**src/rtl/cfg_router.sv**
```systemverilog
module cfg_router (
  input  logic        clk,
  input  logic        rst_n,
  input  logic [7:0]  root_bus,
  input  logic        req_valid,
  input  logic        req_write,
  input  logic [7:0]  req_bus,
  input  logic [7:0]  req_primary,
  input  logic [4:0]  req_dev,
  input  logic [2:0]  req_fn,
  input  logic [11:0] req_reg,
  input  logic [2:0]  req_size,
  input  logic [31:0] req_wdata,
  output logic        req_busy,
  output logic        rsp_valid,
  output logic [1:0]  rsp_status,
  output logic [31:0] rsp_data,
  output logic        loc_req,
  output logic        loc_we,
  output logic [9:0]  loc_addr,
  output logic [31:0] loc_wdata,
  input  logic [31:0] loc_rdata,
  input  logic        loc_ack,
  output logic        ext_req,
  output logic        ext_we,
  output logic [27:0] ext_addr,
  output logic [2:0]  ext_size,
  output logic [31:0] ext_wdata,
  input  logic [31:0] ext_rdata,
  input  logic        ext_ack
);
  typedef enum logic [2:0] {S_IDLE, S_LRD, S_LWR, S_EXT, S_RSP} state_t;

  state_t      state;
  logic        wr_q;
  logic [7:0]  bus_q;
  logic [4:0]  dev_q;
  logic [2:0]  fn_q;
  logic [11:0] reg_q;
  logic [2:0]  sz_q;
  logic [31:0] wd_q;
  logic [31:0] word_q;

  logic accept, not_found, bad_size, misaligned;
  logic [31:0] mask_q;
  logic [4:0]  shift_q;

  assign accept     = (state == S_IDLE) && req_valid;
  assign not_found  = (req_dev != 5'd0) && ((req_bus == root_bus) || (req_primary == root_bus));
  assign bad_size   = !((req_size == 3'd1) || (req_size == 3'd2) || (req_size == 3'd4));
  assign misaligned = ((req_size == 3'd2) && req_reg[0]) ||
                      ((req_size == 3'd4) && (req_reg[1:0] != 2'b00));

  assign mask_q  = (sz_q == 3'd1) ? 32'h0000_00FF :
                   (sz_q == 3'd2) ? 32'h0000_FFFF : 32'hFFFF_FFFF;
  assign shift_q = {reg_q[1:0], 3'b000};

  assign req_busy  = (state != S_IDLE);
  assign rsp_valid = (state == S_RSP);

  assign loc_req   = (state == S_LRD) || (state == S_LWR);
  assign loc_we    = (state == S_LWR);
  assign loc_addr  = reg_q[11:2];
  assign loc_wdata = word_q;

  assign ext_req   = (state == S_EXT);
  assign ext_we    = wr_q;
  assign ext_addr  = {bus_q, dev_q, fn_q, reg_q};
  assign ext_size  = sz_q;
  assign ext_wdata = wd_q & mask_q;

  always_ff @(posedge clk or negedge rst_n) begin
    if (!rst_n) begin
      state      <= S_IDLE;
      wr_q       <= 1'b0;
      bus_q      <= '0;
      dev_q      <= '0;
      fn_q       <= '0;
      reg_q      <= '0;
      sz_q       <= '0;
      wd_q       <= '0;
      word_q     <= '0;
      rsp_status <= 2'd0;
      rsp_data   <= '0;
    end else begin
      case (state)
        S_IDLE: if (accept) begin
          wr_q     <= req_write;
          bus_q    <= req_bus;
          dev_q    <= req_dev;
          fn_q     <= req_fn;
          reg_q    <= req_reg;
          sz_q     <= req_size;
          wd_q     <= req_wdata;
          word_q   <= req_wdata;
          rsp_data <= '0;
          if (not_found) begin
            rsp_status <= 2'd1;
            state      <= S_RSP;
          end else if (bad_size || misaligned) begin
            rsp_status <= 2'd2;
            state      <= S_RSP;
          end else begin
            rsp_status <= 2'd0;
            if (req_bus != root_bus)
              state <= S_EXT;
            else if (req_write && (req_size == 3'd4))
              state <= S_LWR;
            else
              state <= S_LRD;
          end
        end
        S_LRD: if (loc_ack) begin
          if (wr_q) begin
            word_q <= (loc_rdata & ~(mask_q << shift_q)) | ((wd_q & mask_q) << shift_q);
            state  <= S_LWR;
          end else begin
            rsp_data <= (loc_rdata >> shift_q) & mask_q;
            state    <= S_RSP;
          end
        end
        S_LWR: if (loc_ack) state <= S_RSP;
        S_EXT: if (ext_ack) begin
          if (!wr_q) rsp_data <= ext_rdata & mask_q;
          state <= S_RSP;
        end
        default: state <= S_IDLE;
      endcase
    end
  end
endmodule


```
**config.mk**
```make
export PLATFORM = sky130hd
export DESIGN_NAME = cfg_router
export DESIGN_NICKNAME = d
export VERILOG_FILES = /design/src/rtl/cfg_router.sv
export SDC_FILE = /design/constraint.sdc
export NUM_CORES = 1
export LEC_CHECK = 0
export ABC_AREA = 1
export BUFFER_PORTS_ARGS = -buffer_cell sky130_fd_sc_hd__buf_2
export CORE_MARGIN = 4
export CORE_UTILIZATION = 42
export CTS_CLUSTER_SIZE = 16
export DETAILED_ROUTE_END_ITERATION = 7
export PLACE_DENSITY = 0.83
export SLEW_MARGIN = 20
export SYNTH_ARGS = -nofsm -noshare
export SYNTH_HDL_FRONTEND = slang
export SYNTH_SLANG_ARGS = --single-unit
```
**constraint.sdc**
```tcl
create_clock -name clk -period 1.4 [get_ports clk]
set_input_delay 0.07 -clock clk [delete_from_list [all_inputs] [get_ports clk]]
set_output_delay 0.07 -clock clk [all_outputs]
set_load 0.02 [all_outputs]
```
==> impl_results.md <==
* Die X at 140.9 um
* DR DRC count at 70
* # rows at 48
* Reg power frac at 17.4%
* Share of cells above drive strength 1 at 53.15%
* Proportion of power drawn by combinational gates at 70.7%
* DP HPWL at 22.48 mm
* RePlAce Congestion at 1.016
* R2R depth at 10
* Remaining antenna violation count after routing at 0
* Dpl ws at -0.3309 ns
* Hold EP: rsp_data[29]
* Required time worst endpoint at 1.33 ns
* Vias per cell at 6.216
* Initial core utilization at 42.90%
* Dpl cells at 1610
* CTS tree: built
* Root buffer cell: clkbuf_16
* Synth area leaders: dfrtp_1 (45%), nand2_1 (21%), o21ai_0 (8.5%)
* Total Routing Usage GR at 40.94%
* Clock sink total at 133
* Slew headroom at 71.47%
* Grt ovf at 0
* Setup tns final at -60.58 ns
* Worst-Skew Late Latency at 0.45 ns
* Internal power at 20.69 mW
* VDD IR max at 0.001523 V
* RSZ-0062 raised after global routing: yes
* Max Cap Viol at 0
* Total number of vias at 11360
* Total Power at 41.15 mW
* First-pass GRT wire length at 62.50 mm
* Crit path largest cell delay at 0.40 ns
* Critical path arrival at 1.89 ns
* Mapped Nets at 1193
* Multi-input gate area at 0.004796 mm2
* Slowest cell on the critical path: dfrtp_2
* Sw frac at 49.71%
* Worst reg2reg setup slack at -0.54 ns
* R2R Path Start: state[0]
* Fin. max-slew vios at 0
* Mean Syn Cell Area at 7.107 um2
* Average wire per standard cell at 25.89 um
* Most used cell, CP: buf_6
* Clk pwr share at 11.9%
* CP bufs+invs at 6
* Fin cells at 1828
* Failing checks: DRC, setup timing
* Clock Skews at 0.02471 ns
* Initial antenna violation count at 1
* Area growth syn-to-layout at 97.40%
* I/O Buffers at 293
* Critical path, cell by cell: nand3b_1, buf_4, buf_6, nand2_4, buf_6, inv_2, buf_6, buf_6
* Netlist Area Pre-Place at 0.007420 mm2
* # fillers at 748
* Worst-path fanout max at 5
* Hold Violations, Final at 0
* CTS buffer count at 17
* Hold Startpoint: ext_rdata[29]
* Antenna cells at 0
* Cell variety after synth at 33
* Top delay family on crit path: buffers and inverters
* Hold Crit Class: in -> reg
* Die extent in y at 140.9 um
* Area leader, netlist: dfrtp_1
* Post-route minimum period at 1.958 ns
* Htree depth at 4
* Setup crit end kind: output port
* CTS Buffer Depth at 2
* Part of the cycle the worst path needs at 139.8%
* Ys Warns at 0
* Hold_ws at 0.03936 ns
* Share of flip-flops with an asynchronous set or reset at 100.0%
* Leak at 7.469 nW
* Core ar. at 0.01730 mm2
* CP startpoint kind: flip-flop
* Vias in the first global route at 11140
* First drt pass iteration count at 8
* Top-count cell post-synth: nand2_1
* Outcome: finished, violations left
* PwrDens at 2809 mW/mm2
* DR iter-0 viols at 2178
* Total Wirelength at 47.33 mm
* Worst R2R End: rsp_data[26]
* Share of the synthesized area in the top cell type at 44.86%
* Sequential cell area at 0.003336 mm2
* Highest clock rate at 510.8 MHz
* Die area at 0.01986 mm2
* Kind of critical path: reg -> out
* Hold Path Depth at 5
* Clock slew seen by the registers of the worst setup and hold paths at 0.07 ns
* I/O pin cnt at 294
* Final net count at 1739
* Setup violators final at 162
* Synth Flop Type: dfrtp_1
* Largest net degree at the start of global routing at 37
* Post-Syn Instances at 1044
* NetSw at 20.46 mW
* Number of enable flip-flop cells after synthesis at 0
* Seq cells post-synth at 133
* Top cells by count, synth: nand2_1 (409), dfrtp_1 (133), o21ai_0 (126), inv_1 (82), nor2_1 (47)
* Worst slew pin tran at 0.4235 ns
* Post-synthesis sequential area ratio at 44.86%
* Final setup margin at -0.5578 ns
layer usage:
metal / share of wire [%] / up-vias / track usage, %
met5: 0.13 / - / 0
met4: 10 / 4 / 28.61
met3: 15 / 513 / 14.82
met2: 44 / 1265 / 65.55
met1: 31 / 5143 / 45.26
li1: - / 4438 / -
cells in the final DEF, fill, tap and decap left out, drive strengths merged, types with 2 or more instances in the layout:
master | netlist | routed
o221ai | 2 | 2
a31oi | 8 | 8
xnor2 | 8 | 8
o21a | 4 | 4
bufinv | 0 | 3
clkinvlp | 0 | 2
clkbuf | 23 | 19
o211ai | 2 | 2
a22oi | 11 | 11
dfrtp | 133 | 133
nor2 | 55 | 55
nand4 | 5 | 5
nand2 | 414 | 414
buf | 49 | 503
nor3 | 2 | 2
dlygate4sd3 | 0 | 88
o21ai | 152 | 152
o22ai | 9 | 9
clkinv | 1 | 6
a21oi | 46 | 46
inv | 90 | 101
nand3 | 26 | 26
worst max-delay path by stage:
stage                      from            end  slack, ns  cells past startpoint
finish              ext_size[1]  ext_wdata[15]      -0.56                      8
global route        ext_size[1]  loc_wdata[27]      -0.64                      8
detailed placement  ext_size[2]  loc_wdata[29]      -0.33                      8
CTS                 ext_size[1]  ext_wdata[23]      -0.43                      9
floorplan           ext_size[0]  loc_wdata[21]      -0.14                      7
global placement    ext_size[1]  loc_wdata[29]      -0.30                      7
flip-flops by register name, summed over array words and instances, names as in the netlist:
name,flops
ext_we,1
dev_q,5
rsp_status,2
rsp_data,32
loc_wdata,32
bus_q,8
reg_q,12
ext_size,3
state,3
wd_q,32
fn_q,3
cell families (layout without fill, tap and decap cells):
kind of cell / count (synthesis) / count (layout) / share of synthesized area, %
compound gates: 237 / 237 / 17.07
xor+xnor: 8 / 8 / 0.9444
simple gates: 503 / 503 / 27.05
buf+inv: 163 / 722 / 10.08
flops: 133 / 133 / 44.86
power groups by stage:
| stage | Clock, mW | Combinational [mW] | Sequential (mW) |
|---|---|---|---|
| floorplan | 0 | 8.63 | 7.70 |
| global placement | 0 | 15.4 | 6.58 |
| detailed placement | 0 | 15.8 | 6.61 |
| CTS | 4.78 | 24.1 | 6.75 |
| global route | 5.04 | 29.7 | 7.24 |
| finish | 4.90 | 29.1 | 7.17 |
area by class of cell:
class / instances / share of cell area [%]
repair buffers: 593 / 34.83
multi-input cells: 748 / 32.74
flip-flops and latches: 133 / 22.77
clock buffers: 17 / 2.905
inverters: 91 / 2.811
well taps: 225 / 1.922
clock inverters: 15 / 1.333
repair inverters: 6 / 0.6834
repair_timing:
item | in CTS | in global routing
buffers inserted | 55 | 37
hold buffers | 88 | 0
hold endpoints to repair | 243 | 0
gates resized for setup | 409 | 276
gates cloned | 25 | 1
endpoints found under the setup margin | 161 | 162
pin swaps | 54 | 65
metrics by stage:
stage          cell area [um2]  utilization (%)
3_3_place_gp              9942            57.48
5_1_grt                  14650            84.68
6_report                 14650            84.68
3_5_place_dp              9942            57.48
4_1_cts                  13680            79.07
2_1_floorplan             7667                -
worst register-to-register path: stages (launching register included):
cell and delay (ns):
dfrtp_2 0.45, buf_6 0.14, nand2_4 0.07, nor2_4 0.05, nand2_2 0.08, nand2_4 0.07, inv_8 0.08, nand4_4 0.21
buf_12 0.23, buf_16 0.15, o21ai_4 0.28
(Power assumes the default switching activity.)
